==> src/rtl/rstk_pkg.sv <==
package rstk_pkg;

    // Operation chosen for the current cycle.
    typedef enum logic [2:0] {
        OP_NONE = 3'd0,
        OP_CALL = 3'd1,
        OP_IRQ  = 3'd2,
        OP_RET  = 3'd3,
        OP_IRET = 3'd4
    } rstk_op_e;

endpackage

==> src/rtl/rstk_decode.sv <==
module rstk_decode
    import rstk_pkg::*;
(
    input  logic     call_push,
    input  logic     irq_push,
    input  logic     ret_pop,
    input  logic     iret_pop,
    output rstk_op_e op
);

    // Fixed priority: interrupt entry, call, interrupt return, return.
    always_comb begin
        op = OP_NONE;
        unique casez ({irq_push, call_push, iret_pop, ret_pop})
            4'b1???: op = OP_IRQ;
            4'b01??: op = OP_CALL;
            4'b001?: op = OP_IRET;
            4'b0001: op = OP_RET;
            4'b0000: op = OP_NONE;
        endcase
    end

endmodule

==> src/rtl/rstk_ptr.sv <==
module rstk_ptr #(
    parameter int DEPTH = 16,
    localparam int PW   = $clog2(DEPTH)
) (
    input  logic          clk,
    input  logic          rst_n,
    input  logic          push,
    input  logic          pop,
    output logic [PW-1:0] wr_idx,
    output logic [PW-1:0] rd_idx
);

    logic [PW-1:0] sp_q;
    logic [PW-1:0] sp_d;

    // The depth is a power of two, so plain PW-bit arithmetic wraps.
    always_comb begin
        sp_d = sp_q;
        if (push)
            sp_d = sp_q + 1'b1;
        else if (pop)
            sp_d = sp_q - 1'b1;
    end

    always_ff @(posedge clk or negedge rst_n) begin
        if (!rst_n)
            sp_q <= '0;
        else
            sp_q <= sp_d;
    end

    assign wr_idx = sp_q;
    assign rd_idx = sp_q - 1'b1;

endmodule

==> src/rtl/rstk_store.sv <==
module rstk_store #(
    parameter int DEPTH = 16,
    parameter int EW    = 14,
    localparam int PW   = $clog2(DEPTH)
) (
    input  logic          clk,
    input  logic          rst_n,
    input  logic          wr_en,
    input  logic [PW-1:0] wr_idx,
    input  logic [EW-1:0] wr_data,
    input  logic [PW-1:0] rd_idx,
    output logic [EW-1:0] rd_data
);

    logic [DEPTH*EW-1:0] flat;

    for (genvar i = 0; i < DEPTH; i++) begin : g_slot
        logic [EW-1:0] q;
        always_ff @(posedge clk or negedge rst_n) begin
            if (!rst_n)
                q <= '0;
            else if (wr_en && (wr_idx == PW'(i)))
                q <= wr_data;
        end
        assign flat[i*EW +: EW] = q;
    end

    assign rd_data = flat[rd_idx*EW +: EW];

endmodule

==> src/rtl/rstk_top.sv <==
module rstk_top
    import rstk_pkg::*;
#(
    parameter int DEPTH = 16,   // 8, 16 or 32
    parameter int AW    = 12
) (
    input  logic          clk,
    input  logic          rst_n,
    input  logic          call_push,
    input  logic          irq_push,
    input  logic          ret_pop,
    input  logic          iret_pop,
    input  logic [AW-1:0] pc_in,
    input  logic          carry_in,
    input  logic          zero_in,
    output logic [AW-1:0] top_addr,
    output logic          top_carry,
    output logic          top_zero,
    output logic          flags_load
);

    // Entry layout: [AW-1:0] address, [AW] carry, [AW+1] zero.
    localparam int EW  = AW + 2;
    localparam int PW  = $clog2(DEPTH);
    localparam int C_B = AW;
    localparam int Z_B = AW + 1;

    rstk_op_e      op;
    logic          do_push;
    logic          do_pop;
    logic [EW-1:0] wr_entry;
    logic [EW-1:0] top_entry;
    logic [PW-1:0] wr_idx;
    logic [PW-1:0] rd_idx;
    logic [AW-1:0] pc_next;

    assign pc_next = pc_in + 1'b1;

    rstk_decode u_decode (
        .call_push (call_push),
        .irq_push  (irq_push),
        .ret_pop   (ret_pop),
        .iret_pop  (iret_pop),
        .op        (op)
    );

    always_comb begin
        do_push    = 1'b0;
        do_pop     = 1'b0;
        flags_load = 1'b0;
        wr_entry   = '0;
        unique case (op)
            OP_NONE: ;
            OP_CALL: begin
                do_push  = 1'b1;
                wr_entry = {1'b0, 1'b0, pc_next};
            end
            OP_IRQ: begin
                do_push  = 1'b1;
                wr_entry = {zero_in, carry_in, pc_next};
            end
            OP_RET: begin
                do_pop = 1'b1;
            end
            OP_IRET: begin
                do_pop     = 1'b1;
                flags_load = 1'b1;
            end
            default: ;
        endcase
    end

    rstk_ptr #(.DEPTH(DEPTH)) u_ptr (
        .clk    (clk),
        .rst_n  (rst_n),
        .push   (do_push),
        .pop    (do_pop),
        .wr_idx (wr_idx),
        .rd_idx (rd_idx)
    );

    rstk_store #(.DEPTH(DEPTH), .EW(EW)) u_store (
        .clk     (clk),
        .rst_n   (rst_n),
        .wr_en   (do_push),
        .wr_idx  (wr_idx),
        .wr_data (wr_entry),
        .rd_idx  (rd_idx),
        .rd_data (top_entry)
    );

    assign top_addr  = top_entry[AW-1:0];
    assign top_carry = top_entry[C_B];
    assign top_zero  = top_entry[Z_B];

endmodule

==> config.mk <==
export PLATFORM = sky130hd
export DESIGN_NAME = rstk_top
export DESIGN_NICKNAME = d
export VERILOG_FILES = /design/src/rtl/rstk_pkg.sv /design/src/rtl/rstk_decode.sv /design/src/rtl/rstk_ptr.sv /design/src/rtl/rstk_store.sv /design/src/rtl/rstk_top.sv
export SDC_FILE = /design/constraint.sdc
export NUM_CORES = 1
export LEC_CHECK = 0
export ABC_AREA = 1
export BUFFER_PORTS_ARGS = -buffer_cell sky130_fd_sc_hd__buf_4
export CORE_ASPECT_RATIO = 0.9
export CORE_MARGIN = 5
export CORE_UTILIZATION = 45
export CTS_CLUSTER_DIAMETER = 40
export DETAILED_ROUTE_END_ITERATION = 7
export PLACE_DENSITY = 0.67
export SLEW_MARGIN = 10
export SYNTH_ARGS = -nofsm -noshare
export SYNTH_HDL_FRONTEND = slang
export SYNTH_SLANG_ARGS = --single-unit
==> constraint.sdc <==
create_clock -name clk -period 3.42 [get_ports clk]
set_input_delay 0.513 -clock clk [delete_from_list [all_inputs] [get_ports clk]]
set_output_delay 0.513 -clock clk [all_outputs]
set_load 0.1 [all_outputs]
[Word level (Yosys, flattened, before mapping)]
Index checks and enable logic that the tools add are counted.
Cells by class
  mux-type cells: 7
  eq/ne operators: 22
  reductions and logical operators: 21
  multipliers: 1
  shift operators: 1
  add/subtract/negate cells: 3
Operators with widths (number)
  224-bit by 9-bit variable part select with 14-bit output: 1
  4-bit equality test (second input constant): 8
  14-bit one-hot mux with 2 select lines: 1
  4-bit by 3-bit equality test with 1-bit output (second input constant): 4
  1-bit logical AND: 16
  3-bit one-hot mux with 5 select lines: 1
  12-bit by 1-bit adder with 12-bit output (second input constant): 1
  4-bit by 1-bit equality test with 1-bit output (second input constant): 2
  4-bit by 2-bit equality test with 1-bit output (second input constant): 2
  4-bit zero test: 2
  4-bit two-way mux: 2
  4-bit by 3-bit multiplier with 7-bit output (second input constant): 1
  3-bit by 1-bit equality test with 1-bit output (second input constant): 2
  3-bit by 2-bit equality test with 1-bit output (second input constant): 2
  4-bit by 1-bit adder with 4-bit output (second input constant): 1
  2-bit OR reduction: 2
  4-bit by 1-bit subtractor with 4-bit output (second input constant): 1
  3-bit equality test (second input constant): 1
  1-bit two-way mux: 3
  2-bit by 1-bit equality test with 1-bit output (second input constant): 1
  2-bit nonzero test: 1
Word-level totals
  input bits: 20
  output and inout port bits: 15
  word-level logic and storage cells: 72
  register bits after elaboration: 228

[Longest topological paths before layout]
Gate-level depths: netlist (run 1).
  word-level depth: 7
  gate-level depth with buffers: 14
  gate-level depth less buffers: 8

[Cells and area by module]
From an unflattened synthesis (run 1), not the netlist that was laid out.
Second synthesis, totals
  cells, all modules: 1562
  area, all modules: 11617.4 µm²
Modules (own cells, without submodules)
  rstk_store: area each 10901.7 µm², cells an instance 1429, sequential area each 5605.4 µm², instances 1
  rstk_top: area each 402.9 µm², cells an instance 84, sequential area each 0.0 µm², instances 1
  rstk_ptr: area each 275.3 µm², cells an instance 39, sequential area each 100.1 µm², instances 1
  rstk_decode: area each 37.5 µm², cells an instance 10, sequential area each 0.0 µm², instances 1

[Worst setup path before layout (run 1)]
No wires, ideal clock.
  path kind: reg2out
  start: reg u_ptr.sp_q[0], in the netlist u_ptr.wr_idx[0]
  end: out top_addr[11]
  data required time: 2.907 ns
  buffers on the path: 6
  stages on the path, launching flop included: 14
  setup slack: 0.126 ns
  data arrival time: 2.781 ns
  cell sequence: dfrtp_1 buf_4 inv_2 buf_2 clkbuf_1 ha_1 clkbuf_1 buf_2 buf_1 nor2_1 o21ai_0 nand3_1 nand3_1 nand2_1
On the way
  word-level cells in the longest chain between the ends: 3
Ends and longest elaborated chain
  from (decl): RTL line rstk_ptr.sv:13  | logic [PW-1:0] sp_q;
  from (signal assigned): RTL line rstk_ptr.sv:29  | sp_q <= sp_d;
  4-bit by 1-bit subtractor with 4-bit output: RTL line rstk_ptr.sv:33  | assign rd_idx = sp_q - 1'b1;
  4-bit by 3-bit multiplier with 7-bit output: RTL line rstk_store.sv:28  | assign rd_data = flat[rd_idx*EW +: EW];
  224-bit by 9-bit variable part select with 14-bit output: RTL line rstk_store.sv:28
  to (decl): RTL line rstk_top.sv:16  | output logic [AW-1:0] top_addr,
No other way between the ends.

[Worst setup path after layout (run 1)]
  start: reg u_ptr.sp_q[0], in the netlist u_ptr.wr_idx[0]
  end: out top_addr[0]
The elaborated chain is that of the path after synthesis.

==> results of run 1 <==
-- cell usage in the layout, fill, tap and decap left out, types with 17 or more instances in the layout --
master,count
buf_4,54
nand4_1,50
nor2_1,233
clkbuf_16,38
inv_2,17
nand2_1,341
nand3_1,126
dfrtp_1,227
o21ai_1,56
o21ai_0,206
inv_1,19
-- routing by layer --
metal	global-route usage (%)	vias to the layer above	routed length, µm
met5	0	-	0
met1	33.6	4764	15000
met2	34.8	369	14700
li1	-	4704	-
met4	8.29	0	1010
met3	3.77	74	2240
-- cells by family after synthesis --
family	share of synthesized area, %
simple gates	30.2
compound gates	12.2
fa+ha+maj	0.671
xor+xnor	0.302
flops	51.0
buf+inv	5.67
-- stage by stage --
step / hold WS (ps) / instances / setup WS, ps / cell area, µm² / util (%)
final: -6.98 / 1786 / 106 / 13000 / 53.2
after global routing: 114 / 1786 / 0.155 / 13000 / 53.2
after CTS: 73.8 / 1783 / 5.41 / 12900 / 53.1
after detailed placement: 461 / 1718 / 290 / 11600 / 47.7
after global placement: 457 / 1718 / 306 / 11600 / 47.7
after floorplan: 217 / 1426 / 126 / 11200 / -
-- worst min path at each step --
stage / end / start / cells after the start
after floorplan: u_ptr.wr_idx[0] / rst_n / 0
after global placement: u_store.g_slot[8].q[10] / u_store.g_slot[8].q[10] / 2
after detailed placement: u_store.g_slot[8].q[9] / u_store.g_slot[8].q[9] / 2
after CTS: u_store.g_slot[7].q[7] / rst_n / 1
after global routing: u_store.g_slot[7].q[2] / rst_n / 1
final: u_store.g_slot[7].q[2] / rst_n / 1
-- flip-flops by register name, summed over array words and instances (netlist names) --
| signal | cells |
|---|---|
| u_ptr.wr_idx | 4 |
| u_store.g_slot.q | 224 |
-- cell type report --
cell class | instances | area, µm²
Tap cell | 336 | 420
Timing Repair Buffer | 63 | 541
Sequential cell | 228 | 5710
Fill cell | 2291 | 11400
Clock inverter | 15 | 254
Inverter | 37 | 141
Multi-Input combinational cell | 1057 | 4880
Clock buffer | 50 | 1040
-- what timing repair did --
action,4_1_cts,5_1_grt
gates resized for setup,5,4
cloned,0,0
buffers inserted,0,3
pin swaps,0,1
endpoints found under the setup margin,14,14
==> impl_metrics.tcl, run 1 <==
set metrics [dict create \
    netlist_area_um2 11200 \
    tritoncts "done" \
    avgSynthCellArea_um2 7.85 \
    synth_warnings 0 \
    antenna_found_initial 0 \
    drive_gt1_share_pct 11.9 \
    synth_edf_count 0 \
    netlist_top_cells_count "nand2_1 (341), nor2_1 (233), dfrtp_1 (228)" \
    syn-num-nets 1452 \
    syn_inst 1426 \
    cts_buffer_depth 3 \
    period_share_pct 96.9 \
    rsz0062_at_grt "false" \
    ios 35 \
    violations "hold timing" \
    syn2layout_area_growth_pct 16.0 \
    maxCapViolCount 0 \
    diodes 0 \
    slowest_stage "dfrtp_4" \
    grt_pass1_vias 9433 \
    gp_congestion 0.835 \
    clkSinkCount 228 \
    worstSetupStartpoint "u_ptr.wr_idx[0]" \
    num_rows 54 \
    path_cells "inv_2 > buf_6 > buf_6 > o21ai_0 > nand3_1 > nand3_1 > nand2_1 > buf_4" \
    slew_headroom_pct 39.4 \
    finalHoldViolations 2 \
    fin_skew_ps 20.9 \
    critPathCapture "top_addr[0]" \
    clk_latency_ps 520 \
    routed-via-count 9911 \
    hold_slack_ps -6.98 \
    clk_root_buffer_cell "clkbuf_16" \
    max_stage_delay_ps 480 \
    synth_ff_type "dfrtp_1" \
    yosysUniqueCellTypes 30 \
    period_minus_slack_ps 3310 \
    synthArstFlopShare_pct 100 \
    io_buffer_count 34 \
    grt_pass1_wl_um 52400 \
    r2r_slack_ps 760 \
    drc 0 \
    critPathBufInv 4 \
    crit_cells 8 \
    first_pass_iters 6 \
    yosysSeqAreaShare_pct 51.0 \
    setup_tns_ps 0 \
    fin_nets 1449 \
    core_area_um2 24400 \
    path_delay_family "buffers and inverters" \
    die-width_um 176 \
    startpoint_type "register" \
    max_freq_mhz 302 \
    critPathArrivalTime_ps 2800 \
    grt_util_all_layers_pct 23.0 \
    ys_seq_elements 228 \
    outcome "complete, but fails checks" \
    htreeDepth 2 \
    reg2reg_depth 8 \
    start_util_pct 45.9 \
    finalSetupViolations 0 \
    avgViaCountPerCell 5.55 \
    drv_slew 0 \
    yosys.area.top_type_share_pct 51.0 \
    die_y_um 160 \
    timing.rr.end "u_store.g_slot[2].q[13]" \
    dp_hpwl_um 19600 \
    cp-end-kind "output pin" \
    drt_iter0_drc 1030 \
    clk_pin_slew_ps 50 \
    worst_pin_slew_ps 908 \
    hold_buffers 0 \
    synth.area.top_cells "dfrtp_1 (51%), nand2_1 (11%), o21ai_0 (9.2%)" \
    hold_class "in2async" \
    grt.overflow.total 0 \
    grt_max_degree 96 \
    synth_top_cell_by_area "dfrtp_1" \
    critical_path_class "reg2out" \
    crit_required_ps 2910 \
    reg2reg_from "u_ptr.wr_idx[0]" \
    cts_buffers 36 \
    die_area_um2 28100 \
    wire_per_inst_um 18.4 \
    drt-total-wl_um 32900 \
    ant_nets 0 \
    worstPathMaxFanout 64 \
    synth.most_common_cell "nand2_1" \
]
Power of run 1 is left out: the tool's default activity adds up to more than one toggle a clock period on the data nets, which glitch-free logic cannot reach.
==> run 2, diff against run 1 <==
- CTS_BUF_LIST: unset -> sky130_fd_sc_hd__clkbuf_8
- MAX_ROUTING_LAYER: unset -> met4
==> impl_metrics.tcl, run 2 (synthesis gave the netlist of run 1 again) <==
set metrics [dict create \
    ant_nets 0 \
    slew_headroom_pct 41.5 \
    outcome "complete, but fails checks" \
    first_pass_iters 5 \
    largest_reg_flops 224 \
    grt_pass1_vias 9308 \
    drt_iter0_drc 1077 \
    fin_skew_ps 19.6 \
    finalSetupViolations 0 \
    startpoint_type "register" \
    fin_nets 1453 \
    hold_slack_ps -34.0 \
    crit_required_ps 2910 \
    dp_hpwl_um 19600 \
    clk_pin_slew_ps 50 \
    reg2reg_depth 7 \
    largest-register "u_store.g_slot.q" \
    maxCapViolCount 0 \
    period_minus_slack_ps 3300 \
    hold_class "in2async" \
    drv_slew 0 \
    drive_gt1_share_pct 12.1 \
    grt_max_degree 96 \
    antenna_found_initial 0 \
    critical_path_class "reg2out" \
    drc 0 \
    gp_congestion 0.847 \
    r2r_slack_ps 820 \
    grt_util_all_layers_pct 23.5 \
    core_area_um2 24400 \
    cts_buffers 40 \
    worst_pin_slew_ps 877 \
    path_delay_family "buffers and inverters" \
    drt-total-wl_um 32500 \
    cp-end-kind "output pin" \
    wire_per_inst_um 18.2 \
    rsz0062_at_grt "false" \
    finalHoldViolations 9 \
    grt.overflow.total 0 \
    clk_root_buffer_cell "clkbuf_8" \
    path_cells "inv_1 > ha_1 > xnor2_2 > inv_2 > nand3_1 > nand3_1 > nand2_1 > buf_6" \
    cpMostUsedCell "nand3_1" \
    period_share_pct 96.4 \
    grt_pass1_wl_um 51900 \
    timing.rr.end "u_store.g_slot[2].q[13]" \
    start_util_pct 45.9 \
    diodes 0 \
    ios 35 \
    die-width_um 176 \
    htreeDepth 2 \
    die_area_um2 28100 \
    slowest_stage "inv_2" \
    nFillCells 2351 \
    setup_tns_ps 0 \
    utilization_pct 51.5 \
    final_cell_mix "nand2_1 (340), nor2_1 (233), dfrtp_1 (227)" \
    routed-via-count 9871 \
    syn2layout_area_growth_pct 12.4 \
    tritoncts "done" \
    critPathArrivalTime_ps 2780 \
    num_rows 54 \
    max_freq_mhz 303 \
    multi_input_area_um2 4880 \
    worstPathMaxFanout 28 \
    fin_cells 1792 \
    final_common_cell "nand2_1" \
    io_buffer_count 34 \
    max_stage_delay_ps 560 \
    critPathBufInv 3 \
    clk_latency_ps 540 \
    hold_buffers 0 \
    ff_latch_area_um2 5710 \
    clkSinkCount 228 \
    avgViaCountPerCell 5.51 \
    reg2reg_from "u_ptr.wr_idx[0]" \
    violations "hold timing" \
    placedCellCount 1718 \
    cts_buffer_depth 3 \
    die_y_um 160 \
]
run 2: cell count changes in the layout (fill, tap and decap cells not counted), moves of 2 or more:
cell,delta
clkinv_2,+2
inv_1,+12
buf_6,+3
clkbuf_1,-8
clkbuf_16,-38
clkbuf_8,+50
clkinvlp_4,-4
bufinv_16,-4
buf_4,-5
run 2: routing by layer:
metal  GRT usage, %  part of all wire [%]
met2           34.6                    45
met3           4.34                   7.0
met5              -                     0
met4           7.02                   2.7
met1           33.3                    46
run 2: cell type report:
cell class                      instances  share of cell area (%)
Multi-Input combinational cell       1057                    38.8
Tap cell                              336                    3.34
Inverter                               37                    1.12
Clock buffer                           52                    5.69
Timing Repair Buffer                   63                    4.53
Clock inverter                         19                    1.06
Sequential cell                       228                    45.4
run 2: worst max-delay path by stage:
stage | cells after the start | start | end
final | 8 | u_ptr.wr_idx[1] | top_addr[9]
after global routing | 8 | u_ptr.wr_idx[0] | top_addr[1]
after CTS | 10 | u_ptr.wr_idx[1] | top_addr[5]
after detailed placement | 9 | u_ptr.wr_idx[0] | top_carry
after global placement | 9 | u_ptr.wr_idx[0] | top_addr[8]
after floorplan | 13 | u_ptr.wr_idx[0] | top_addr[11]
run 2: through the flow:
stage               setup slack, ps  instance area, µm²
finish                          122               12600
detailed placement              290               11600
global placement                306               11600
floorplan                       126               11200
CTS                           0.953               12500
global route                   4.48               12600
run 2: what timing repair did:
item                       4_1_cts  5_1_grt
resized for setup                6       12
buffers inserted                 0        3
setup endpoints to repair       14       14
pin swaps                        0        1
Power of run 2 is left out for the same reason.
